## src/rtl/flip_rd_pkg.sv

```systemverilog
package flip_rd_pkg;
  typedef enum logic [1:0] {
    RD_IDLE,
    RD_WAIT,
    RD_CMD,
    RD_DATA
  } rd_state_e;
endpackage

```

## src/rtl/flip_rd_addr.sv

```systemverilog
// Line address generator: loads the top-of-buffer offset, then steps down.
module flip_rd_addr #(
  parameter int ADDR_W = 32,
  parameter int LINES = 1080,
  parameter int LINE_PIX = 1920,
  parameter logic [ADDR_W-1:0] BASE0 = '0,
  parameter logic [ADDR_W-1:0] BASE1 = '0
) (
  input  logic              clk,
  input  logic              rst_n,
  input  logic              load_i,
  input  logic              buf_i,
  input  logic              step_i,
  output logic [ADDR_W-1:0] addr_o
);
  localparam logic [ADDR_W-1:0] LINE_BYTES = ADDR_W'(LINE_PIX * 4);
  localparam logic [ADDR_W-1:0] TOP_OFS    = ADDR_W'((LINES - 1) * LINE_PIX * 4);

  always_ff @(posedge clk) begin
    if (!rst_n) begin
      addr_o <= '0;
    end else if (load_i) begin
      addr_o <= (buf_i ? BASE1 : BASE0) + TOP_OFS;
    end else if (step_i) begin
      addr_o <= addr_o - LINE_BYTES;
    end
  end
endmodule

```

## src/rtl/flip_rd_seq.sv

```systemverilog
// Frame and line sequencer: pending-frame tracking, burst gating, beat counting.
module flip_rd_seq
  import flip_rd_pkg::*;
#(
  parameter int LINES = 1080,
  parameter int LINE_PIX = 1920
) (
  input  logic clk,
  input  logic rst_n,
  input  logic frame_done_i,
  input  logic frame_buf_i,
  input  logic ds_afull_i,
  input  logic cmd_ready_i,
  input  logic rd_valid_i,
  output logic cmd_valid_o,
  output logic rd_ready_o,
  output logic load_o,
  output logic buf_o,
  output logic step_o,
  output logic sof_o,
  output logic eol_o,
  output logic frame_drop_o
);
  localparam int LW = (LINES > 1) ? $clog2(LINES) : 1;
  localparam int BW = (LINE_PIX > 1) ? $clog2(LINE_PIX) : 1;
  localparam logic [LW-1:0] LAST_LINE = LW'(LINES - 1);
  localparam logic [BW-1:0] LAST_BEAT = BW'(LINE_PIX - 1);

  rd_state_e state_q, state_d;
  logic          pend_q, pend_buf_q;
  logic [LW-1:0] line_q;
  logic [BW-1:0] beat_q;
  logic busy, take, beat_acc, last_beat, last_line;

  assign busy      = (state_q != RD_IDLE) || pend_q;
  assign take      = (state_q == RD_IDLE) && pend_q;
  assign beat_acc  = (state_q == RD_DATA) && rd_valid_i;
  assign last_beat = (beat_q == LAST_BEAT);
  assign last_line = (line_q == LAST_LINE);

  assign cmd_valid_o = (state_q == RD_CMD);
  assign rd_ready_o  = (state_q == RD_DATA);
  assign load_o      = take;
  assign buf_o       = pend_buf_q;
  assign step_o      = beat_acc && last_beat && !last_line;
  assign sof_o       = (line_q == '0) && (beat_q == '0);
  assign eol_o       = last_beat;

  always_comb begin
    state_d = state_q;
    unique case (state_q)
      RD_IDLE: if (take) state_d = RD_WAIT;
      RD_WAIT: if (!ds_afull_i) state_d = RD_CMD;
      RD_CMD:  if (cmd_ready_i) state_d = RD_DATA;
      RD_DATA: if (beat_acc && last_beat) state_d = last_line ? RD_IDLE : RD_WAIT;
      default: state_d = RD_IDLE;
    endcase
  end

  always_ff @(posedge clk) begin
    if (!rst_n) begin
      state_q      <= RD_IDLE;
      pend_q       <= 1'b0;
      pend_buf_q   <= 1'b0;
      line_q       <= '0;
      beat_q       <= '0;
      frame_drop_o <= 1'b0;
    end else begin
      state_q      <= state_d;
      frame_drop_o <= frame_done_i && busy;
      if (frame_done_i) begin
        pend_q     <= 1'b1;
        pend_buf_q <= frame_buf_i;
      end else if (take) begin
        pend_q <= 1'b0;
      end
      if (take) line_q <= '0;
      else if (beat_acc && last_beat && !last_line) line_q <= line_q + 1'b1;
      if (cmd_valid_o && cmd_ready_i) beat_q <= '0;
      else if (beat_acc) beat_q <= last_beat ? '0 : beat_q + 1'b1;
    end
  end

  assert_afull_gate_R5: assert property (@(posedge clk) disable iff (!rst_n)
    $rose(cmd_valid_o) |-> !$past(ds_afull_i));
  assert_no_pause_R6: assert property (@(posedge clk) disable iff (!rst_n)
    (rd_ready_o && !(rd_valid_i && last_beat)) |=> rd_ready_o);
  assert_one_cmd_R4: assert property (@(posedge clk) disable iff (!rst_n)
    rd_ready_o |-> !cmd_valid_o);
  assert_drop_cause_R10: assert property (@(posedge clk) disable iff (!rst_n)
    frame_drop_o |-> $past(frame_done_i));
endmodule

```

## src/rtl/flip_rd_pix.sv

```systemverilog
// Pixel output stage: one register, keeps the low half of each word.
module flip_rd_pix #(
  parameter int PIX_W = 16
) (
  input  logic             clk,
  input  logic             rst_n,
  input  logic             beat_i,
  input  logic [PIX_W-1:0] data_i,
  input  logic             sof_i,
  input  logic             eol_i,
  output logic             px_valid_o,
  output logic [PIX_W-1:0] px_data_o,
  output logic             px_sof_o,
  output logic             px_eol_o
);
  always_ff @(posedge clk) begin
    if (!rst_n) begin
      px_valid_o <= 1'b0;
      px_data_o  <= '0;
      px_sof_o   <= 1'b0;
      px_eol_o   <= 1'b0;
    end else begin
      px_valid_o <= beat_i;
      px_sof_o   <= beat_i && sof_i;
      px_eol_o   <= beat_i && eol_i;
      if (beat_i) px_data_o <= data_i;
    end
  end
endmodule

```

## src/rtl/flip_line_reader.sv

```systemverilog
module flip_line_reader #(
  parameter int ADDR_W = 32,
  parameter int LINES = 1080,
  parameter int LINE_PIX = 1920,
  parameter logic [ADDR_W-1:0] BASE0 = 32'h0000_0000,
  parameter logic [ADDR_W-1:0] BASE1 = 32'h0100_0000,
  parameter int LEN_W = $clog2(LINE_PIX + 1)
) (
  input  logic              clk,
  input  logic              rst_n,
  input  logic              frame_done_i,
  input  logic              frame_buf_i,
  input  logic              ds_afull_i,
  output logic              cmd_valid_o,
  input  logic              cmd_ready_i,
  output logic [ADDR_W-1:0] cmd_addr_o,
  output logic [LEN_W-1:0]  cmd_len_o,
  input  logic              rd_valid_i,
  output logic              rd_ready_o,
  input  logic [31:0]       rd_data_i,
  output logic              px_valid_o,
  output logic [15:0]       px_data_o,
  output logic              px_sof_o,
  output logic              px_eol_o,
  output logic              frame_drop_o
);
  logic load, bsel, step, sof, eol;
  logic unused_hi;

  assign unused_hi = ^rd_data_i[31:16];
  assign cmd_len_o = LEN_W'(LINE_PIX);

  flip_rd_seq #(.LINES(LINES), .LINE_PIX(LINE_PIX)) seq_i (
    .clk(clk), .rst_n(rst_n), .frame_done_i(frame_done_i), .frame_buf_i(frame_buf_i),
    .ds_afull_i(ds_afull_i), .cmd_ready_i(cmd_ready_i), .rd_valid_i(rd_valid_i),
    .cmd_valid_o(cmd_valid_o), .rd_ready_o(rd_ready_o), .load_o(load), .buf_o(bsel),
    .step_o(step), .sof_o(sof), .eol_o(eol), .frame_drop_o(frame_drop_o)
  );

  flip_rd_addr #(.ADDR_W(ADDR_W), .LINES(LINES), .LINE_PIX(LINE_PIX),
                 .BASE0(BASE0), .BASE1(BASE1)) addr_i (
    .clk(clk), .rst_n(rst_n), .load_i(load), .buf_i(bsel), .step_i(step),
    .addr_o(cmd_addr_o)
  );

  flip_rd_pix #(.PIX_W(16)) pix_i (
    .clk(clk), .rst_n(rst_n), .beat_i(rd_valid_i && rd_ready_o),
    .data_i(rd_data_i[15:0]), .sof_i(sof), .eol_i(eol),
    .px_valid_o(px_valid_o), .px_data_o(px_data_o), .px_sof_o(px_sof_o),
    .px_eol_o(px_eol_o)
  );

  assert_cmd_stable_R7: assert property (@(posedge clk) disable iff (!rst_n)
    (cmd_valid_o && !cmd_ready_i) |=> (cmd_valid_o && $stable(cmd_addr_o)));
  assert_pix_follows_R8: assert property (@(posedge clk) disable iff (!rst_n)
    px_valid_o |-> $past(rd_valid_i && rd_ready_o));
  assert_pix_tags_R8: assert property (@(posedge clk) disable iff (!rst_n)
    (px_sof_o || px_eol_o) |-> px_valid_o);
endmodule

```

## config.mk

```make
export PLATFORM = sky130hd
export DESIGN_NAME = flip_line_reader
export DESIGN_NICKNAME = d
export VERILOG_FILES = /design/src/rtl/flip_rd_pkg.sv /design/src/rtl/flip_rd_addr.sv /design/src/rtl/flip_rd_seq.sv /design/src/rtl/flip_rd_pix.sv /design/src/rtl/flip_line_reader.sv
export SDC_FILE = /design/constraint.sdc
export NUM_CORES = 1
export LEC_CHECK = 0
export ABC_AREA = 1
export BUFFER_PORTS_ARGS = -buffer_cell sky130_fd_sc_hd__buf_2
export CAP_MARGIN = 15
export CORE_ASPECT_RATIO = 0.8
export CORE_UTILIZATION = 57
export DETAILED_ROUTE_END_ITERATION = 6
export MAX_ROUTING_LAYER = met4
export PLACE_DENSITY = 0.86
export RECOVER_POWER = 100
export SLEW_MARGIN = 40
export SYNTH_ARGS = -nofsm -noshare
export SYNTH_HDL_FRONTEND = slang
export SYNTH_SLANG_ARGS = --single-unit
```

## constraint.sdc

```tcl
create_clock -name clk -period 3.2 [get_ports clk]
set_clock_uncertainty 0.2 [all_clocks]
set_input_delay 0.16 -clock clk [delete_from_list [all_inputs] [get_ports clk]]
set_output_delay 0.16 -clock clk [all_outputs]
set_load 0.1 [all_outputs]
```

==> results.tsv, run 1 <==
metric	value	unit
worstSkewPairLatency	350	ps
leakage	1.90	nW
slew_viol_final	0	
ys_warn_count	0	
crit_type	reg2reg	
p_int	0.00145	W
io_pins	104	
status	completed	
setup_violations	0	
grt_pass1_wl	15800	um
die-area	7080	um2
clock_path_buffers	2	
area_growth	16.0	%
clk_pin_slew	70	ps
portBuffers	67	
antenna_found_initial	0	
reg2reg_depth	9	
drt_wl_total	9760	um
irDropWorstVdd	0.000447	V
dp_hpwl	6640	um
synth_top_flop_cell	dfxtp_1	
grt_pass1_vias	3505	
antenna_cells	0	
clock_sinks	69	
tightest_slew	1190	ps
cp-end-kind	flop	
start_util	59.7	%
via_count	4015	
async_flop_share	0	%
critPathSlowestCell	inv_1	
wl_per_cell	12.9	um
hold_ws	7.20	ps
core	6440	um2
pwr-share-clk	21.4	%
antenna_left	0	
switchingPower	0.00139	W
postLayoutCellArea	4460	um2
max_freq	374	MHz
row_count	26	
drive_gt1_share	8.01	%
maxCapViolations	0	
finalCritPeriodShare	83.5	%
path_max_fanout	24	
synth_seq_cells	69	
hold_viol_final	0	
drc	0	
reg2reg_slack	530	ps
htreeDepth	3	
synth.avg_cell_area	6.62	um2
cts_tree	built	
finalNetCount	718	
die_x	93.8	um
cp_slowest_stage_delay	570	ps
fin_tns_setup	0	ps
p_sw_share	49.0	%
critical_path.most_common_cell	nand2_1	
syn-instance-count	580	
finalCriticalPeriod	2670	ps
grt_max_degree	25	
rr_endpoint	seq_i.line_q[6]	
gr-usage-all-layers	29.8	%
cp.arrival	2760	ps
cts_root_buf	clkbuf_8	
fp.dieH	75.4	um
p_seq_share	35.4	%
max_slew_margin	21.0	%
gr-total-overflow	0	
synth_edf_count	0	
syn_area	3840	um2
cp-startpoint	seq_i.state_q[1]	
p_comb_share	43.2	%
required	3290	ps
drtIter0Drc	355	
cts_resized	0	
hold_class	in2reg	
utilization	69.2	%
ys_seq_area_share	35.9	%
worstReg2RegStart	seq_i.state_q[1]	
rsz0062_at_grt	false	
yosysUniqueCellTypes	34	
critPathLaunchType	flop	
crit_end	seq_i.line_q[6]	
worstHoldStart	rst_n	
post_dp_cell_area	4160	um2
vias_per_cell	5.30	
crit_chain	ha_1, nand2_1, inv_1, nand3_2, nor2_4, nand2_1, o21ai_1, nand2_1, nor2_1	
place.gp.congestion	0.956	
cts_buffers	9	
p_per_area	636	nW/um2
firstDrtPassIters	5	
## cells in the final DEF, fill, tap and decap left out, types with 10 or more instances in the layout
cell and n:
nand2_1 125, nor2_1 111, dfxtp_1 69, inv_1 66
clkbuf_1 48, nand3_1 32, o21ai_0 32, a21oi_1 28
buf_2 22, dlygate4sd3_1 21, conb_1 20, nand4_1 19
nor3_1 15, ha_1 10
## power groups by stage
stage	Sequential [W]	Combinational, W	Clock, W
after floorplan	0.00139	0.000649	0
after global placement	0.00101	0.00117	0
after detailed placement	0.00102	0.00119	0
after CTS	0.00100	0.00122	0.000608
after global routing	0.00101	0.00132	0.000653
final	0.00101	0.00123	0.000606
## cells in the mapped netlist, types with 2 or more instances
library cell  number  area [um2]
nand2_1          125         469
nor2_1           110         413
dfxtp_1           69        1380
inv_1             64         240
nand3_1           32         160
o21ai_0           32         160
a21oi_1           28         140
buf_4             20         150
nand4_1           19         119
nor3_1            15        75.1
ha_1              10         125
clkbuf_1           7        26.3
inv_2              5        18.8
xor2_1             5        43.8
nand2_2            4        25.0
nor2_4             4        45.0
nor3b_1            4        30.0
nand3_2            3        30.0
nand3b_1           3        22.5
nor4_1             3        18.8
a211oi_1           2        15.0
a31oi_1            2        12.5
buf_6              2        22.5
conb_1             2        7.51
## logic make-up after synthesis
group / count (synthesis) / share of synthesized area, %
other: 2 / 0.195
DFF: 69 / 35.9
buffers and inverters: 101 / 12.5
adders and majority gates: 10 / 3.26
xor gates and xnor gates: 6 / 1.37
AOI/OAI and AO/OA: 67 / 9.08
and+or+nand+nor: 325 / 37.6
## per-layer routing
metal  vias to the layer above  global-route usage [%]  share of wire, %
li1                       1995                       -                 -
met2                       195                    49.9                47
met5                         -                       -                 0
met4                         0                    9.74               1.8
met3                        29                    7.19               8.1
met1                      1796                    35.6                43
## layout make-up
type / instances / area [um2]
sequential: 69 / 1380
multi-input combinational: 428 / 2040
fill: 549 / 1980
clock buffer: 11 / 131
clock inverter: 5 / 27.5
inverter: 70 / 263
tap: 84 / 105
timing repair buffer: 91 / 508
## sequential cells by signal, summed over array words and instances (netlist names)
register            cells
seq_i.state_q           2
pix_i.px_data_o        16
addr_i.addr_o          23
seq_i.pend_q            1
seq_i.buf_o             1
pix_i.px_valid_o        1
seq_i.beat_q           11
pix_i.px_sof_o          1
seq_i.frame_drop_o      1
seq_i.line_q           11
pix_i.px_eol_o          1
## through the flow
| stage | total power [W] | setup WS [ps] | instances |
|---|---|---|---|
| floorplan | 0.00204 | 564 | 598 |
| global placement | 0.00219 | 915 | 721 |
| detailed placement | 0.00221 | 852 | 721 |
| CTS | 0.00283 | 839 | 758 |
| global route | 0.00298 | 304 | 758 |
| finish | 0.00284 | 528 | 758 |
## critical path: cells and delay by family (launching register included)
kind | cells | cell delay [ps]
flops | 1 | 390
simple gates | 6 | 1030
buf+inv | 1 | 570
fa+ha+maj | 1 | 240
compound gates | 1 | 170
## timing repair
action,in CTS,in global routing
endpoints found under the hold margin,20,0
hold buffers,21,0
setup buffers,0,0
## worst min-delay path by stage
stage,end,slack (ps),cells after the start
6_report,addr_i.addr_o[24],7,3
3_3_place_gp,seq_i.buf_o,180,3
2_1_floorplan,seq_i.buf_o,90,2
3_5_place_dp,seq_i.buf_o,190,3
4_1_cts,addr_i.addr_o[24],3,3
5_1_grt,seq_i.state_q[0],40,3
Note: power is estimated with default switching activity, not from simulation.
==> inputs of run 2 (changes only) <==
--- a/config.mk
+++ b/config.mk
@@ -9,10 +9,10 @@
 export BUFFER_PORTS_ARGS = -buffer_cell sky130_fd_sc_hd__buf_2
 export CAP_MARGIN = 15
 export CORE_ASPECT_RATIO = 0.8
-export CORE_UTILIZATION = 57
+export CORE_UTILIZATION = 53
 export DETAILED_ROUTE_END_ITERATION = 6
 export MAX_ROUTING_LAYER = met4
-export PLACE_DENSITY = 0.86
+export PLACE_DENSITY = 0.8
 export RECOVER_POWER = 100
 export SLEW_MARGIN = 40
 export SYNTH_ARGS = -nofsm -noshare
==> constraint.sdc (replaced) <==
create_clock -name clk -period 2.49 [get_ports clk]
set_clock_uncertainty 0.2 [all_clocks]
set_input_delay 0.1245 -clock clk [delete_from_list [all_inputs] [get_ports clk]]
set_output_delay 0.1245 -clock clk [all_outputs]
set_load 0.1 [all_outputs]
==> run 2 against run 1 <==
Power increased by 46%. Combinational power increased by 30%. Die area increased by 7.4%. Critical path depth decreased by 1. Routed wire length increased by 3.7%. Highest routed layer unchanged. Hold slack improved by 15 ps. Largest cell class unchanged. Design area increased by 3.5%. Clock-buffer cell count decreased by 2. Final cell count increased by 1.2%. Worst setup slack got worse by 330 ps. Sequential power increased by 28%. Core utilization decreased by 2.9 points. Critical endpoint is now seq_i.line_q[4].
==> results.tsv, run 2 (same netlist as run 1, synthesis figures left out) <==
metric	value	unit
status	completed	
reg_top3	addr_i.addr_o x23, pix_i.px_data_o x16	
place.gp.congestion	0.924	
path_max_fanout	18	
rr_endpoint	seq_i.line_q[4]	
slew_viol_final	0	
die-area	7600	um2
dp_slack	241	ps
final_common_cell	nand2_1	
cts_setup_buffers	0	
via_count	4083	
crit_type	reg2reg	
hold_class	in2reg	
critPathLaunchType	flop	
cts_buffers	9	
leakage	1.98	nW
worstHoldStart	rd_valid_i	
grt_pass1_wl	16900	um
worstReg2RegStart	seq_i.state_q[1]	
cp_slowest_stage_delay	440	ps
cts_root_buf	clkbuf_8	
wl_per_cell	13.2	um
p_per_area	897	nW/um2
reg2reg_slack	190	ps
core	6960	um2
cp.arrival	2340	ps
stdcell_count	767	
cts_resized	0	
clock_path_buffers	2	
max_slew_margin	20.6	%
crit_chain	ha_1, nand2_1, inv_2, nand3_1, nor2_4, nand2_1, o21ai_0, a21oi_1	
row_count	27	
htreeDepth	3	
maxCapViolations	0	
critical_path.most_common_cell	nand2_1	
post_dp_cell_area	4190	um2
drive_gt1_share	8.82	%
reg2reg_depth	8	
regMostFlops	addr_i.addr_o	
setup_violations	0	
firstDrtPassIters	5	
tightest_slew	1200	ps
setup_slack	195	ps
antenna_cells	0	
start_util	55.2	%
drt_wl_total	10100	um
required	2530	ps
antenna_left	0	
gr-usage-all-layers	28.2	%
vias_per_cell	5.32	
power.total	0.00414	W
clock_sinks	69	
fin_tns_setup	0	ps
max_freq	436	MHz
portBuffers	67	
fillCellCount	633	
dp_hpwl	6890	um
fp.dieH	78.2	um
antenna_found_initial	0	
area_growth	20.0	%
cp.depth	8	
worstSkewPairLatency	350	ps
largest_reg_flops	23	
cp_top_family	simple AND/OR/NAND/NOR gates	
irDropWorstVdd	0.000531	V
drc	0	
rsz0062_at_grt	false	
cts_tree	built	
gr-total-overflow	0	
finalCriticalPeriod	2300	ps
critPathSlowestCell	nor2_4	
postLayoutCellArea	4610	um2
crit_end	seq_i.line_q[4]	
drtIter0Drc	312	
finalCritPeriodShare	92.2	%
final_cell_mix	nand2_1, nor2_1, dfxtp_1	
grt_pass1_vias	3757	
cp_num_buf_inv	1	
cp-startpoint	seq_i.state_q[1]	
die_x	97.2	um
clk_pin_slew	80	ps
hold_buffers	23	
place_inst	728	
io_pins	104	
finalNetCount	724	
hold_viol_final	0	
cp-end-kind	flop	
grt_max_degree	23	
==> run 2: power breakdown <==
group	internal (W)	total [W]	leakage (nW)	switching [W]
combinational	0.000330	0.00160	1.29	0.00127
clock	0.000774	0.00124	0.134	0.000467
sequential	0.00119	0.00129	0.559	0.000104
==> run 2: worst min path at each step <==
stage          cells past startpoint               to
6_report                           5  seq_i.beat_q[2]
3_3_place_gp                       3      seq_i.buf_o
4_1_cts                            4  seq_i.beat_q[9]
2_1_floorplan                      2      seq_i.buf_o
5_1_grt                            5  seq_i.beat_q[2]
3_5_place_dp                       3      seq_i.buf_o
==> run 2: routing by layer <==
layer  vias up  routed length [um]  GRT usage (%)
li1       2013                   -              -
met1      1855                4430           34.5
met2       181                4760           45.5
met3        34                 723           6.77
met4         0                 212           10.1
met5         -                   0              -
==> run 2: through the flow <==
step,utilization (%),hold WS (ps)
after floorplan,-,59.4
after global placement,60.2,149
after detailed placement,60.2,158
after CTS,67.4,22.0
after global routing,66.3,46.0
final,66.3,22.3
==> run 2: final cells by class <==
type	instances	area [um2]	area share, %
inverter	70	263	5.70
timing repair buffer	97	556	12.0
clock buffer	9	124	2.69
clock inverter	7	146	3.17
tap	87	109	2.36
multi-input combinational	428	2030	44.1
sequential	69	1380	30.0
==> run 2: worst reg2reg max path: cells and delay by family, from the launching register on <==
family	cells	cell delay (ps)
simple gates	4	910
flops	1	400
fa+ha+maj	1	260
compound gates	2	250
buf+inv	1	160
